$ cat src/rtl/typec_map_pkg.sv
package typec_map_pkg;
  typedef enum logic [1:0] {
    MODE_USB  = 2'b01,
    MODE_DP   = 2'b10,
    MODE_BOTH = 2'b11
  } lane_mode_e;
endpackage

$ cat src/rtl/tcm_orient_map.sv
module tcm_orient_map #(
  parameter int NUM_PADS = 4,
  parameter int IDX_W    = $clog2(NUM_PADS)
) (
  input  logic                      flip,
  input  logic                      alt_dp,
  output logic [NUM_PADS-1:0]       dp_mask,
  output logic [NUM_PADS*IDX_W-1:0] lanes,
  output logic                      aux_inv,
  output logic [1:0]                mode
);
  import typec_map_pkg::*;
  localparam int HALF = NUM_PADS / 2;

  always_comb begin
    dp_mask = '0;
    lanes   = '0;
    aux_inv = 1'b0;
    mode    = MODE_USB;
    if (alt_dp) begin
      mode    = MODE_BOTH;
      aux_inv = flip;
      for (int p = 0; p < NUM_PADS; p++) begin
        if (!flip) begin
          dp_mask[p] = (p >= HALF);
          if (p < HALF) lanes[p*IDX_W +: IDX_W] = IDX_W'(NUM_PADS - 1 - p);
          else          lanes[p*IDX_W +: IDX_W] = IDX_W'(p - HALF);
        end else begin
          dp_mask[p] = (p < HALF);
          if (p < HALF) lanes[p*IDX_W +: IDX_W] = IDX_W'(p);
          else          lanes[p*IDX_W +: IDX_W] = IDX_W'(NUM_PADS - 1 - (p - HALF));
        end
      end
    end
  end
endmodule

$ cat src/rtl/tcm_list_check.sv
module tcm_list_check #(
  parameter int NUM_PADS = 4,
  parameter int IDX_W    = $clog2(NUM_PADS),
  parameter int ENTRY_W  = IDX_W + 1,
  parameter int CNT_W    = $clog2(NUM_PADS + 1),
  parameter int PAIR_CNT = 2
) (
  input  logic [CNT_W-1:0]            count,
  input  logic [NUM_PADS*ENTRY_W-1:0] entries,
  output logic                        bad,
  output logic [NUM_PADS-1:0]         dp_mask,
  output logic [NUM_PADS*IDX_W-1:0]   lanes,
  output logic [1:0]                  mode
);
  import typec_map_pkg::*;

  logic [NUM_PADS-1:0] in_use;
  logic [NUM_PADS-1:0] out_of_range;
  logic [NUM_PADS-1:0] repeated;
  logic                count_ok;

  genvar gi;
  generate
    for (gi = 0; gi < NUM_PADS; gi++) begin : g_entry
      assign in_use[gi]       = (CNT_W'(gi) < count);
      assign out_of_range[gi] = in_use[gi] &&
        (entries[gi*ENTRY_W +: ENTRY_W] > ENTRY_W'(NUM_PADS - 1));
    end
  endgenerate

  always_comb begin
    repeated = '0;
    for (int i = 0; i < NUM_PADS; i++) begin
      for (int j = i + 1; j < NUM_PADS; j++) begin
        if (in_use[i] && in_use[j] &&
            entries[i*ENTRY_W +: ENTRY_W] == entries[j*ENTRY_W +: ENTRY_W])
          repeated[i] = 1'b1;
      end
    end
  end

  assign count_ok = (count == CNT_W'(PAIR_CNT)) || (count == CNT_W'(NUM_PADS));
  assign bad      = !count_ok || (|out_of_range) || (|repeated);
  assign mode     = (count == CNT_W'(NUM_PADS)) ? MODE_DP : MODE_BOTH;

  always_comb begin
    dp_mask = '0;
    lanes   = '0;
    for (int p = 0; p < NUM_PADS; p++) begin
      for (int i = 0; i < NUM_PADS; i++) begin
        if (in_use[i] && entries[i*ENTRY_W +: ENTRY_W] == ENTRY_W'(p)) begin
          dp_mask[p]              = 1'b1;
          lanes[p*IDX_W +: IDX_W] = IDX_W'(i);
        end
      end
    end
  end
endmodule

$ cat src/rtl/typec_lane_map.sv
module typec_lane_map #(
  parameter int NUM_PADS = 4,
  parameter int IDX_W    = $clog2(NUM_PADS),
  parameter int ENTRY_W  = IDX_W + 1,
  parameter int CNT_W    = $clog2(NUM_PADS + 1)
) (
  input  logic                        clk,
  input  logic                        rst,
  input  logic                        load,
  input  logic                        flip,
  input  logic                        alt_dp,
  input  logic                        list_present,
  input  logic [CNT_W-1:0]            list_count,
  input  logic [NUM_PADS*ENTRY_W-1:0] list_entries,
  output logic [NUM_PADS-1:0]         pad_is_dp,
  output logic [NUM_PADS*IDX_W-1:0]   pad_lane,
  output logic                        aux_tx_inv,
  output logic                        aux_rx_inv,
  output logic [1:0]                  mode,
  output logic                        cfg_err
);
  import typec_map_pkg::*;

  logic [NUM_PADS-1:0]       def_mask, lst_mask, nxt_mask;
  logic [NUM_PADS*IDX_W-1:0] def_lanes, lst_lanes, nxt_lanes;
  logic [1:0]                def_mode, lst_mode, nxt_mode;
  logic                      def_aux, nxt_aux, lst_bad;

  tcm_orient_map #(.NUM_PADS(NUM_PADS), .IDX_W(IDX_W)) u_orient (
    .flip    (flip),
    .alt_dp  (alt_dp),
    .dp_mask (def_mask),
    .lanes   (def_lanes),
    .aux_inv (def_aux),
    .mode    (def_mode)
  );

  tcm_list_check #(.NUM_PADS(NUM_PADS), .IDX_W(IDX_W), .ENTRY_W(ENTRY_W),
                   .CNT_W(CNT_W)) u_list (
    .count   (list_count),
    .entries (list_entries),
    .bad     (lst_bad),
    .dp_mask (lst_mask),
    .lanes   (lst_lanes),
    .mode    (lst_mode)
  );

  // The static list overrides the orientation path entirely.
  always_comb begin
    if (list_present) begin
      nxt_mask  = lst_mask;
      nxt_lanes = lst_lanes;
      nxt_mode  = lst_mode;
      nxt_aux   = 1'b0;
    end else begin
      nxt_mask  = def_mask;
      nxt_lanes = def_lanes;
      nxt_mode  = def_mode;
      nxt_aux   = def_aux;
    end
  end

  always_ff @(posedge clk) begin
    if (rst) begin
      pad_is_dp  <= '0;
      pad_lane   <= '0;
      aux_tx_inv <= 1'b0;
      aux_rx_inv <= 1'b0;
      mode       <= MODE_USB;
      cfg_err    <= 1'b0;
    end else if (load) begin
      cfg_err <= list_present && lst_bad;
      if (!(list_present && lst_bad)) begin
        pad_is_dp  <= nxt_mask;
        pad_lane   <= nxt_lanes;
        aux_tx_inv <= nxt_aux;
        aux_rx_inv <= nxt_aux;
        mode       <= nxt_mode;
      end
    end
  end

  p_hold_r2: assert property (@(posedge clk) disable iff (rst)
    (!$past(load) && !$past(rst)) |-> ($stable(pad_is_dp) && $stable(pad_lane)
      && $stable(mode) && $stable(aux_tx_inv) && $stable(cfg_err)));

  p_err_hold_r6: assert property (@(posedge clk) disable iff (rst)
    (cfg_err && !$past(rst)) |-> ($stable(pad_is_dp) && $stable(pad_lane)
      && $stable(mode) && $stable(aux_rx_inv)));

  p_aux_pair_r4: assert property (@(posedge clk) disable iff (rst)
    aux_tx_inv == aux_rx_inv);

  p_aux_flip_r4: assert property (@(posedge clk) disable iff (rst)
    aux_tx_inv |-> (mode == MODE_BOTH && pad_is_dp != '0));

  p_usb_only_r5: assert property (@(posedge clk) disable iff (rst)
    (mode == MODE_USB) |-> (pad_is_dp == '0));

  p_dp_only_r9: assert property (@(posedge clk) disable iff (rst)
    (mode == MODE_DP) |-> (&pad_is_dp));

  p_mode_legal_r1: assert property (@(posedge clk) disable iff (rst)
    mode != 2'b00);
endmodule

$ cat config.mk
export PLATFORM = sky130hd
export DESIGN_NAME = typec_lane_map
export DESIGN_NICKNAME = d
export VERILOG_FILES = /design/src/rtl/typec_map_pkg.sv /design/src/rtl/tcm_orient_map.sv /design/src/rtl/tcm_list_check.sv /design/src/rtl/typec_lane_map.sv
export SDC_FILE = /design/constraint.sdc
export NUM_CORES = 1
export LEC_CHECK = 0
export ABC_AREA = 1
export BUFFER_PORTS_ARGS = -buffer_cell sky130_fd_sc_hd__buf_2
export CAP_MARGIN = 20
export CORE_MARGIN = 5
export CORE_UTILIZATION = 47
export DETAILED_ROUTE_END_ITERATION = 8
export PLACE_DENSITY = 0.85
export SLEW_MARGIN = 20
export SYNTH_ARGS = -nofsm -noshare
export SYNTH_HDL_FRONTEND = slang
export SYNTH_SLANG_ARGS = --single-unit
export TNS_END_PERCENT = 20
$ cat constraint.sdc
create_clock -name clk -period 1.4 [get_ports clk]
set_input_delay 0.21 -clock clk [delete_from_list [all_inputs] [get_ports clk]]
set_output_delay 0.21 -clock clk [all_outputs]
set_load 0.02 [all_outputs]
== After elaboration in Yosys (flattened, before gate mapping) ==
Index checks and enable logic that the tools add are counted.
Storage, ports and cells
  word-level logic and storage cells: 127
  output and inout bits: 17
  input port bits: 21
  register bits: 16
Operators by class
  bitwise logic cells: 1
  equal/unequal tests: 20
  $lt $le $gt $ge: 8
  multiplexer cells: 49
  reductions and logical operators: 44
Operators by type and width (count)
  $logic_and A1 B1 Y1: 33
  $mux W1: 31
  $mux W2: 14
  $eq A3 B2 Y1 const B: 9
  $eq A3 B3 Y1: 6
  $mux W8: 2
  $eq A3 B1 Y1 const B: 4
  $gt A3 B2 Y1 const B: 4
  $logic_not A3 Y1: 4
  $mux W4: 2
  $lt A1 B3 Y1 const A: 2
  $lt A2 B3 Y1 const A: 2
  $reduce_or A4 Y1: 1
  $eq A3 B3 Y1 const B: 1
  $logic_or A1 B1 Y1: 3
  $reduce_or A3 Y1: 1
  $reduce_and A2 Y1: 1
  $logic_not A1 Y1: 1
  $not A1 Y1: 1

== Logic depth before layout (Yosys ltp) ==
Gate-level depths: netlist of run 1.
  depth in word-level cells: 11
  depth in mapped cells: 14
  gate-level depth less buffers: 12

== Hierarchy ==
From an unflattened synthesis of run 1, not the netlist that was laid out.
Second synthesis, totals
  cells, all modules: 274
  area, all modules: 1666.6 µm²
By module, submodules not included
  typec_lane_map: area an instance 948.4 µm², seq. area each 320.3 µm², times used 1, cells an instance 144
  tcm_list_check: area an instance 599.3 µm², seq. area each 0.0 µm², times used 1, cells an instance 112
  tcm_orient_map: area an instance 118.9 µm², seq. area each 0.0 µm², times used 1, cells an instance 18

== Least setup slack after synthesis of run 1 ==
OpenSTA, ideal clock, no wires.
  path kind: input -> register
  from: in list_entries[1]
  to: reg pad_is_dp[1]
  setup slack: 72 ps
  library setup time: 115 ps
  cell stages on the path: 13
  buffers on the path: 2
  arrival time: 1213 ps
  cell sequence: buf_2 -> inv_1 -> nand2_1 -> nand2_1 -> nand3_1 -> nand2_1 -> nor2_1 -> nand2_1 -> nand2_2 -> nand2_4 -> buf_6 -> a21oi_1 -> nor2_1
On the way
  cells in the longest elaborated chain, start to end: 10
  elaborated cells on any way between the ends: 25
Ends and longest elaborated chain
  from (decl): line typec_lane_map.sv:14  | input logic [NUM_PADS*ENTRY_W-1:0] list_entries,
  $eq A3 B3 Y1: line tcm_list_check.sv:36  | entries[i*ENTRY_W +: ENTRY_W] == entries[j*ENTRY_W +: ENTRY_W])
  $logic_and A1 B1 Y1: line tcm_list_check.sv:35  | if (in_use[i] && in_use[j] &&
  $mux W1 (3 in a row): line tcm_list_check.sv:35
  $reduce_or A3 Y1: line tcm_list_check.sv:43  | assign bad = !count_ok || (|out_of_range) || (|repeated);
  $logic_or A1 B1 Y1: line tcm_list_check.sv:43
  $logic_and A1 B1 Y1: line typec_lane_map.sv:73  | if (!(list_present && lst_bad)) begin
  $not A1 Y1 (no source line)
  $reduce_and A2 Y1 (no source line)
  to (signal assigned): line typec_lane_map.sv:74  | pad_is_dp <= nxt_mask;
  to (decl): line typec_lane_map.sv:15  | output logic [NUM_PADS-1:0] pad_is_dp,
Several ways; a longest one is shown, not always the timed one.
A chain may end at the register's enable or synchronous reset.

== Final worst setup path of run 1 ==
  from: in list_entries[2]
  to: reg pad_is_dp[1]
Same word-level chain as after synthesis.

==> results.md, run 1 <==
* Result of the run: finished clean
* Die Height at 63.80 um
* Gates resized, CTS repair at 0
* Number of antenna violations at the first check in global routing at 0
* Mean Syn Cell Area at just under 6 um^2
* Final period utilization at 87.75%
* Max-cap violation count at 0
* Most frequent cells after synthesis: sky130_fd_sc_hd__nand2_1, sky130_fd_sc_hd__inv_1, sky130_fd_sc_hd__nor2_1
* Number of CTS-inserted buffers at 3
* Worst slew margin at just under 80%
* Vias per cell at 4.991
* WL final at 3542 um
* Placement row count at 19
* Power density of the placed cells at 696.0 nW/um^2
* Nets at 315
* Number of synthesized register bits at 16
* Internal power at 829.7 uW
* Synth Instances at 233
* Post-synthesis cell type with the largest combined area: sky130_fd_sc_hd__dfxtp_1
* Final sum of negative setup slack at 0 ns
* Switching power at approximately 420 uW
* Slowest-stage cell, CP: sky130_fd_sc_hd__nor4_4
* Net count after synthesis at about 250
* WS Path Type: primary input to register
* Number of sinks on the clock net at 16
* Proportion of power drawn by combinational gates at 35.8%
* CP Data Required Time at 1.57 ns
* Fraction of the yosys area taken by sequential cells at 23.55%
* Top-level I/O count at 38
* Logic depth of the worst path, buffers included at 8
* Least-Margin Pin Slew at 0.3349 ns
* Cell area after technology mapping at roughly 1400 um^2
* R2R cell count at 4
* Hold Crit Start: rst
* Largest buffer count on any clock path at 2
* Synthesis warning total at 0
* Prevailing post-synth register cell: sky130_fd_sc_hd__dfxtp_1
* Max Transition Viols Final at 0
* Hold-fix buffers at CTS at 0
* Number of DRC markers in iteration 0 at a little over 70
* Number of global-route vias before repair at between 1,500 and 2,000
* Die outline width at 63.80 um
* Hold Path Class: primary input to register
* Capture point of the worst reg-to-reg path: pad_is_dp[2]
* Global-route wire length before repair at 6368 um
* Setup Buffers After CTS at 0
* Routability-driven placement congestion ratio at 0.9239
* Max incr delay on CP at roughly 0.33 ns
* Leak Pwr at 0.001096 uW
* Power share of the sequential group at between 40% and 50%
* Critical Path, Cell by Cell: buf_2, inv_1, nand4_1, nor4_4, nand2_4, buf_12, a21oi_1, nor2_1
* N_diodes at 0
* Length of the first detailed-routing pass in iterations at 4
* Sw Share at around a third
* Share of cells above drive strength 1 at 28.67%
* Final Critical Period at 1.228 ns
* Fraction of registers with async set or reset after synthesis at 0%
* CTS tree: built
* Launch point of the critical path: list_entries[2]
* Max Clock Skew at 0 ns
* DIE AREA at 4070 um^2
* Maximum resistive drop on vdd at 0.0009281 V
* Fin. Hold Viols at 0
* Via total after detailed routing at between 1,500 and 2,000
* Kind of cell adding the most delay to the critical path: simple AND/OR/NAND/NOR gates
* Buffer and inverter count on the worst path at 3
* Total routing resource utilization after global routing at 18.33%
* Detailed placer's ending HPWL at a little under 3000 um
* Total global routing overflow at 0
* Achievable Freq at 814.0 MHz
* Top post-synthesis cells by area: sky130_fd_sc_hd__dfxtp_1, sky130_fd_sc_hd__nand2_1, sky130_fd_sc_hd__inv_1
* Detail-routed net length per standard cell at 10.93 um
* Number of enable flip-flop cells after synthesis at 0
* Flop2flop setup slack at slightly above 0.7 ns
* Initial core utilization at a little under 50%
* Clock latency on the worst-skew pair at 0.27 ns
* Core area at 2758 um^2
* Post-route ant nets at 0
* Post-synth top area share at between 20% and 30%
* Number of cells on the worst hold path at 2
* Biggest fanout along the worst timing path at 25
* Unrepaired setup endpoints after global routing: no
* End of the critical path: pad_is_dp[1]
* Layout overhead on the synthesized area at 31.65%
* Clk slew on worst S/H paths at about 0.08 ns
* Library cell used as clock root buffer: sky130_fd_sc_hd__clkbuf_4
* Arrival time of the worst setup path at 1.40 ns
* CP startpoint kind: primary input
* R2R Path Start: pad_is_dp[2]
* Number of H-tree levels at 1
* Final count of negative-setup-slack endpoints at 0
* Number of DRC violations after detailed routing at 0
* # port buffers at 37
* Most repeated cell in the gate-level netlist after synthesis: sky130_fd_sc_hd__nand2_1
* Share of power burned in the clock network at 23.9%
* Post-layout power at 1246 uW
* Type of destination of the critical path: register
* Netlist cell types at 28
* Maximum number of pins on one net before global-route repair at 26
## power by group through the flow
stage          Sequential [uW]  Clock, uW  Combinational (uW)
2_1_floorplan              550          0                 222
3_3_place_gp               511          0                 434
3_5_place_dp               511          0                 443
4_1_cts                    501        308                 445
5_1_grt                    507        348                 500
6_report                   501        298                 447
## cell usage in the layout, fill, tap and decap left out, types with 2 or more instances in the layout
| cell | count |
|---|---|
| sky130_fd_sc_hd__nand2_1 | 72 |
| sky130_fd_sc_hd__buf_2 | 37 |
| sky130_fd_sc_hd__inv_1 | 30 |
| sky130_fd_sc_hd__buf_4 | 25 |
| sky130_fd_sc_hd__nor2_1 | 23 |
| sky130_fd_sc_hd__nand3_1 | 22 |
| sky130_fd_sc_hd__dfxtp_1 | 16 |
| sky130_fd_sc_hd__a21oi_1 | 15 |
| sky130_fd_sc_hd__o21ai_0 | 10 |
| sky130_fd_sc_hd__nand4_1 | 9 |
| sky130_fd_sc_hd__nand3_2 | 6 |
| sky130_fd_sc_hd__inv_2 | 5 |
| sky130_fd_sc_hd__xor2_1 | 3 |
| sky130_fd_sc_hd__clkbuf_4 | 3 |
| sky130_fd_sc_hd__nor4_1 | 2 |
| sky130_fd_sc_hd__a21boi_0 | 2 |
| sky130_fd_sc_hd__buf_12 | 2 |
## per-layer routing
layer | vias up | global-route usage, % | part of all wire [%] | routed length, um
li1 | 862 | - | - | -
met1 | 709 | 24.95 | 46 | 1639
met2 | 46 | 30.90 | 48 | 1713
met3 | 0 | 2.802 | 5.3 | 189
met4 | 0 | 3.117 | 0 | 0
met5 | - | 0 | 0 | 0
## worst min-delay path by stage
stage | endpoint | slack [ns]
2_1_floorplan | aux_rx_inv | 0.28
3_3_place_gp | aux_rx_inv | 0.38
3_5_place_dp | aux_rx_inv | 0.39
4_1_cts | aux_rx_inv | 0.09
5_1_grt | aux_rx_inv | 0.08
6_report | aux_rx_inv | 0.09
## flip-flops by register name (all words and copies together), names as in the netlist
name and flops:
pad_lane 8, mode 2, cfg_err 1, pad_is_dp 4, aux_rx_inv 1
## per-stage QoR
step / hold WS (ns) / worst slack, ns / area [um^2] / util [%] / cells
3_3_place_gp: 0.3848 / -0.02692 / 1754 / 63.61 / 320
2_1_floorplan: 0.2791 / 0.07230 / 1360 / - / 233
6_report: 0.09464 / 0.1716 / 1790 / 64.93 / 324
5_1_grt: 0.08375 / 0.1109 / 1790 / 64.93 / 324
3_5_place_dp: 0.3895 / -0.1319 / 1754 / 63.61 / 320
4_1_cts: 0.08718 / 0.1735 / 1790 / 64.93 / 324
## cell families (layout without fill, tap and decap cells)
family	after synthesis	after routing	share of synthesized area (%)
AND/OR/NAND/NOR	140	140	48.11
flip-flops	16	16	23.55
AO/OA/AOI/OAI	30	30	11.87
XOR/XNOR	4	4	2.576
buffers and inverters	43	103	13.89
## area by class of cell
type / count / area [um^2]
multi-input combinational: 174 / 850.8
tap: 31 / 38.79
timing repair buffer: 64 / 412.9
clock buffer: 4 / 36.28
sequential: 16 / 320.3
fill: 277 / 967.2
inverter: 35 / 131.4
No activity file was read; power rests on OpenSTA's default activity.
==> run 2: changes to the inputs <==
Settings changed: SETUP_SLACK_MARGIN set to 0.4.
==> run 2 against run 1 <==
Compared with the run above:
- utilization increased by 7.1 points
- non-clock buffer count increased by 2
- via count increased by 13%
- register-to-register slack got worse by 0.05 ns
- largest power group is now combinational cells
- cell count increased by 0.62%
- global-route usage increased by 1.1 points
- clock skew unchanged
- clock-buffer cell count unchanged
- setup slack got worse by 0.050 ns
- sequential power about the same
- clock power increased by 1%
- design area increased by 11%
==> results.md, run 2 (synthesized netlist as in run 1, its figures left out) <==
* Result of the run: finished clean
* Kind of cell adding the most delay to the critical path: simple AND/OR/NAND/NOR gates
* Buffer and inverter count on the worst path at 2 (-1)
* Clk slew on worst S/H paths at 0.09 ns (about the same)
* Via total after detailed routing at 1,830 (+13%)
* Register with the most flip-flops: pad_lane
* Detail-routed net length per standard cell at 14.56 um (+33%)
* Final Critical Period at 1.279 ns (+0.05025 ns)
* Share of cells above drive strength 1 at 35.93% (+7.3 points)
* CTS tree: built
* Vias per cell at 5.613 (+12%)
* FILL cells at 210 (-24%)
* Max incr delay on CP at 0.30 ns (-0.03 ns)
* Proportion of power drawn by combinational gates at 39.4% (+3.6 points)
* Number of CTS-inserted buffers at 3 (unchanged)
* Max Transition Viols Final at 0 (unchanged)
* Number of H-tree levels at 1 (unchanged)
* DIE AREA at 4070 um^2 (unchanged)
* Flip-flop count of the largest register, all copies and words added at 8 (unchanged)
* Achievable Freq at 782.0 MHz (-3.9%)
* Clock latency on the worst-skew pair at 0.28 ns (about the same)
* Die outline width at 63.80 um (unchanged)
* Sw Share at 35.22% (+1.8 points)
* Total global routing overflow at 0 (unchanged)
* Leak Pwr at 0.001154 uW (+5.3%)
* Type of destination of the critical path: register
* CP startpoint kind: primary input
* Post-layout power at 1328 uW (+6.6%)
* Hold Path Class: primary input to register
* Number of sinks on the clock net at 16 (unchanged)
* Max Clock Skew at 0 ns (unchanged)
* Final period utilization at 91.34% (+3.6 points)
* Arrival time of the worst setup path at 1.50 ns (+0.10 ns)
* Share of power burned in the clock network at 22.7% (-1.2 points)
* Placement row count at 19 (unchanged)
* WS Path Type: primary input to register
* Global-route wire length before repair at 6727 um (+5.6%)
* Internal power at 860.2 uW (+3.7%)
* CP Data Required Time at 1.62 ns (+0.05 ns)
* Core area at 2758 um^2 (unchanged)
* Routability-driven placement congestion ratio at 0.9769 (+5.7%)
* Largest buffer count on any clock path at 2 (unchanged)
* Die Height at 63.80 um (unchanged)
* Length of the first detailed-routing pass in iterations at 6 (+2)
* Number of DRC violations after detailed routing at 0 (unchanged)
* Most frequent cells in the layout: sky130_fd_sc_hd__nand2_1, sky130_fd_sc_hd__buf_2, sky130_fd_sc_hd__buf_4
* Post-route ant nets at 0 (unchanged)
* Initial core utilization at 49.32% (unchanged)
* Critical Path, Cell by Cell: buf_6, xor2_4, nor2_4, nor4_4, nand2_4, clkbuf_16, nand3_2, nand2_1, nor2_1
* Layout overhead on the synthesized area at 46.00%
* Post-placement cell area at 1763 um^2 (+0.50%)
* Maximum resistive drop on vdd at 0.001237 V (+33%)
* Hold-fix buffers at CTS at 0 (unchanged)
* Fin. Hold Viols at 0 (unchanged)
* Total routing resource utilization after global routing at 19.48% (+1.1 points)
* N_diodes at 0 (unchanged)
* Number of global-route vias before repair at 1,635 (+7.5%)
* Final sum of negative setup slack at 0 ns (unchanged)
* Library cell used as clock root buffer: sky130_fd_sc_hd__clkbuf_4
* Number of antenna violations at the first check in global routing at 0 (unchanged)
* Worst slack on hold paths at 0.08747 ns (-0.007175 ns)
* Final count of negative-setup-slack endpoints at 0 (unchanged)
* Nets at 317 (+0.63%)
* Top Registers: pad_lane x8, pad_is_dp x4, mode x2
* Biggest fanout along the worst timing path at 10 (-60%)
* Slowest-stage cell, CP: sky130_fd_sc_hd__nor4_4
* Unrepaired setup endpoints after global routing: yes
* Top-level I/O count at 38 (unchanged)
* Post-route cell area at 1986 um^2 (+11%)
* Switching power at 467.7 uW (+12%)
* Number of DRC markers in iteration 0 at 213 (+200%)
* WL final at 4747 um (+34%)
* Max-cap violation count at 0 (unchanged)
* Least-Margin Pin Slew at 0.4546 ns (+0.1196 ns)
* Power density of the placed cells at 668.7 nW/um^2 (-3.9%)
* Worst slew margin at 69.66% (-7.8 points)
* Power share of the sequential group at 37.8% (-2.4 points)
* Detailed placer's ending HPWL at 3041 um (+4.8%)
* # port buffers at 37 (unchanged)
* Most frequent standard cell in the layout excluding fill and tap cells: sky130_fd_sc_hd__nand2_1
* Maximum number of pins on one net before global-route repair at 25 (-3.8%)
[run 2: cell count changes in the layout (fill, tap and decap cells not counted), moves of 5 or more]
cell                    delta
sky130_fd_sc_hd__inv_1     -8
sky130_fd_sc_hd__buf_2     -8
sky130_fd_sc_hd__buf_6     +5
sky130_fd_sc_hd__inv_2     +5
[run 2: stage by stage]
| stage | setup slack, ns | instances | utilization [%] |
|---|---|---|---|
| after floorplan | 0.1654 | 233 | - |
| after global routing | 0.06084 | 326 | 72.01 |
| after global placement | -0.05060 | 319 | 63.93 |
| after CTS | 0.2065 | 324 | 65.61 |
| final | 0.1213 | 326 | 72.01 |
| after detailed placement | -0.07250 | 319 | 63.93 |
[run 2: area by class of cell]
| class | instances | area, um^2 | area share (%) |
|---|---|---|---|
| multi-input combinational | 174 | 937.1 | 47.20 |
| timing repair buffer | 66 | 514.2 | 25.90 |
| sequential | 16 | 320.3 | 16.13 |
| inverter | 35 | 138.9 | 6.994 |
| tap | 31 | 38.79 | 1.953 |
| clock buffer | 4 | 36.28 | 1.827 |
[run 2: per-layer routing]
metal | part of all wire (%) | track usage, % | wire (um)
met5 | 0 | 0 | 0
met4 | 2.9 | 4.675 | 140
met3 | 9.1 | 4.378 | 433
met2 | 48 | 33.42 | 2301
met1 | 39 | 24.60 | 1873
[run 2: path summary, 6_finish.rpt]
| kind | end | slack, ns | start | cells past startpoint |
|---|---|---|---|---|
| setup / recovery | pad_lane[3] | 0.12 | list_entries[1] | 9 |
| hold / removal | aux_rx_inv | 0.09 | rst | 2 |
| setup reg to reg | pad_is_dp[1] | 0.67 | pad_is_dp[1] | 4 |
| hold reg to reg | mode[1] | 0.47 | mode[1] | 2 |
[run 2: what timing repair did]
item,in CTS,in global routing
pin swaps,0,11
gates resized for setup,1,39
endpoints found under the setup margin,28,33
endpoints found under the hold margin,0,0
gates cloned,0,2
setup buffers,1,0
[run 2: power by group through the flow]
stage | Clock [uW] | Sequential [uW] | Combinational (uW)
after floorplan | 0 | 550 | 229
after CTS | 308 | 501 | 453
after global placement | 0 | 510 | 440
final | 302 | 502 | 524
after global routing | 333 | 507 | 569
after detailed placement | 0 | 511 | 449
[run 2: worst reg2reg max path, stage by stage (launching register included)]
cell and delay, ns:
sky130_fd_sc_hd__dfxtp_1 0.36, sky130_fd_sc_hd__inv_1 0.06, sky130_fd_sc_hd__nand3_2 0.07, sky130_fd_sc_hd__nand2_2 0.06, sky130_fd_sc_hd__nor2_2 0.13
==> run 3: changes to the inputs <==
Settings changed: CORE_MARGIN 5 to 2, PLACE_DENSITY 0.85 to unset, PLACE_DENSITY_LB_ADDON set to 0.25.
==> run 3 against run 2 <==
Compared with the run above:
- sequential power about the same
- utilization increased by 5.8 points
- cell count grew 1.2%
- non-clock buffer count grew 4
- combinational power increased by 8.4%
- setup slack improved by 0.11 ns
- routed wire length down 9.1%
- maximum frequency increased by 9.1%
- critical endpoint unchanged
==> results.md, run 3 (synthesized netlist as in run 1, its figures left out) <==
* Type of destination of the critical path: register
* Post-route ant nets at 0 (unchanged)
* Least-Margin Pin Slew at 0.3842 ns (-0.07040 ns)
* WL final at 4317 um (-9.1%)
* Internal power at 896.7 uW (+4.2%)
* Hold-fix buffers at CTS at 0 (unchanged)
* Hold Path Class: primary input to register
* Total routing resource utilization after global routing at 23.81% (+4.3 points)
* Die outline width at 57.80 um (-9.4%)
* DIE AREA at 3340 um^2 (-18%)
* Detail-routed net length per standard cell at 13.08 um (-10%)
* Sw Share at 34.64% (-0.58 points)
* Max Transition Viols Final at 0 (unchanged)
* Clock latency on the worst-skew pair at 0.28 ns (about the same)
* Core area at 2758 um^2 (unchanged)
* Flip-flop count of the largest register, all copies and words added at 8 (unchanged)
* Most frequent cells in the layout: sky130_fd_sc_hd__nand2_1, sky130_fd_sc_hd__buf_4, sky130_fd_sc_hd__buf_2
* Share of cells above drive strength 1 at 43.48% (+7.5 points)
* Clk slew on worst S/H paths at 0.10 ns (about the same)
* Placement row count at 19 (unchanged)
* Achievable Freq at 853.1 MHz (+9.1%)
* Power share of the sequential group at 36.4% (-1.4 points)
* WS Path Type: primary input to register
* Initial core utilization at 49.32% (unchanged)
* Number of CTS-inserted buffers at 3 (unchanged)
* Routability-driven placement congestion ratio at 0.9309 (-4.7%)
* Largest buffer count on any clock path at 2 (unchanged)
* CP Data Required Time at 1.58 ns (-0.04 ns)
* Dpl ws at -0.07030 ns (+0.002200 ns)
* Post-placement cell area at 1800 um^2 (+2.1%)
* Unrepaired setup endpoints after global routing: yes
* Final Critical Period at 1.172 ns (-0.1066 ns)
* Max-cap violation count at 0 (unchanged)
* Top Registers: pad_lane x8, pad_is_dp x4, mode x2
* Vias per cell at 5.224 (-6.9%)
* Via total after detailed routing at 1,724 (-5.8%)
* Worst slew margin at 74.15% (+4.5 points)
* Most frequent standard cell in the layout excluding fill and tap cells: sky130_fd_sc_hd__nand2_1
* Final count of negative-setup-slack endpoints at 0 (unchanged)
* CTS tree: built
* Detailed placer's ending HPWL at 2904 um (-4.5%)
* Leak Pwr at 0.001187 uW (+2.9%)
* Total global routing overflow at 0 (unchanged)
* Register with the most flip-flops: pad_lane
* Power density of the placed cells at 639.4 nW/um^2 (-4.4%)
* Proportion of power drawn by combinational gates at 41.4% (+2.0 points)
* Area of all sequential standard cells at 320.3 um^2 (unchanged)
* N_diodes at 0 (unchanged)
* Biggest fanout along the worst timing path at 7 (-3)
* Maximum number of pins on one net before global-route repair at 26 (+4.0%)
* Library cell used as clock root buffer: sky130_fd_sc_hd__clkbuf_4
* Die Height at 57.80 um (-9.4%)
* Area taken by multi-input logic gates at 983.4 um^2 (+4.9%)
* Top-level I/O count at 38 (unchanged)
* Number of antenna violations at the first check in global routing at 0 (unchanged)
* Number of DRC violations after detailed routing at 0 (unchanged)
* Final period utilization at 83.72% (-7.6 points)
* Arrival time of the worst setup path at 1.35 ns (-0.15 ns)
* Non-Filler Instances at 330 (+1.2%)
* Number of H-tree levels at 1 (unchanged)
* Number of global-route vias before repair at 1,479 (-9.5%)
* Maximum resistive drop on vdd at 0.0007206 V (-42%)
* Nets at 321 (+1.3%)
* Global-route wire length before repair at 6327 um (-5.9%)
* Switching power at 475.3 uW (+1.6%)
* Fin. Hold Viols at 0 (unchanged)
* Max Clock Skew at 0 ns (unchanged)
* Length of the first detailed-routing pass in iterations at 4 (-2)
* CP startpoint kind: primary input
* Final standard cell utilization of the core at 77.81% (+5.8 points)
* Result of the run: finished clean
* FILL cells at 193 (-8.1%)
* Final critical-path setup slack at 0.2279 ns (+0.1066 ns)
* # port buffers at 37 (unchanged)
* Layout overhead on the synthesized area at 57.77%
* Share of power burned in the clock network at 22.2% (-0.5 points)
* Number of sinks on the clock net at 16 (unchanged)
* Number of DRC markers in iteration 0 at 47 (-78%)
* DP Cell Count at 324 (+1.6%)
* Post-route cell area at 2146 um^2 (+8.1%)
[run 3: cell types whose count changed in the layout (fill, tap and decap cells not counted), moves of 3 or more]
cell | before | now
sky130_fd_sc_hd__inv_4 | 3 | 7
sky130_fd_sc_hd__a21oi_2 | 3 | 9
sky130_fd_sc_hd__a21oi_1 | 12 | 6
sky130_fd_sc_hd__buf_2 | 29 | 24
sky130_fd_sc_hd__inv_2 | 10 | 3
sky130_fd_sc_hd__nand2_2 | 2 | 14
sky130_fd_sc_hd__buf_8 | 0 | 5
sky130_fd_sc_hd__nand2_1 | 71 | 59
sky130_fd_sc_hd__inv_6 | 0 | 3
sky130_fd_sc_hd__buf_6 | 5 | 8
[run 3: through the flow]
step,setup TNS (ns),total power (uW),hold WS [ns]
floorplan,0,779.2,0.2791
finish,0,1372,0.08009
global route,0,1456,0.06990
global placement,-0.3019,961.4,0.3834
detailed placement,-0.5605,967.4,0.3870
CTS,0,1297,0.07592
[run 3: power by group through the flow]
stage                     Combinational, uW  Sequential [uW]  Clock [uW]
after global routing                    620              503         333
after global placement                  452              509           0
after detailed placement                457              510           0
after CTS                               488              500         309
final                                   568              499         305
after floorplan                         229              550           0
[run 3: final timing paths]
path                         from          end  slack, ns  cells after the start
setup reg to reg      pad_lane[7]  pad_lane[7]       0.74                      4
setup / recovery  list_entries[8]  pad_lane[3]       0.23                     13
hold / removal                rst   aux_rx_inv       0.08                      2
hold reg to reg           mode[1]      mode[1]       0.48                      2
[run 3: final cells by class]
| cell class | count | area share, % |
|---|---|---|
| inverters | 35 | 7.638 |
| flip-flops and latches | 16 | 14.93 |
| repair buffers | 70 | 28.10 |
| clock buffers | 4 | 1.691 |
| well taps | 31 | 1.808 |
| multi-input cells | 174 | 45.83 |
[run 3: metal layers]
layer / vias to the layer above / part of all wire (%) / global-route usage, %
met4: 0 / 1.9 / 6.977
met3: 8 / 3.7 / 2.232
met5: - / 0 / 0
met2: 53 / 54 / 42.37
li1: 880 / - / -
met1: 783 / 41 / 30.40
[run 3: timing repair]
action,CTS,global route
pin swaps,2,24
setup buffers,1,0
gates cloned,1,0
resized for setup,31,57
setup endpoints to repair,20,33
[run 3: critical path: stages]
cell and delay (ns):
sky130_fd_sc_hd__buf_12 0.09, sky130_fd_sc_hd__inv_6 0.03, sky130_fd_sc_hd__nand2_1 0.05, sky130_fd_sc_hd__nand2_1 0.09, sky130_fd_sc_hd__nand3_2 0.10, sky130_fd_sc_hd__nand2_2 0.06, sky130_fd_sc_hd__nor2_2 0.11, sky130_fd_sc_hd__nand2_1 0.07
sky130_fd_sc_hd__nand2_2 0.08, sky130_fd_sc_hd__nand2_4 0.10, sky130_fd_sc_hd__buf_16 0.17, sky130_fd_sc_hd__a21oi_1 0.12, sky130_fd_sc_hd__nor2_1 0.06
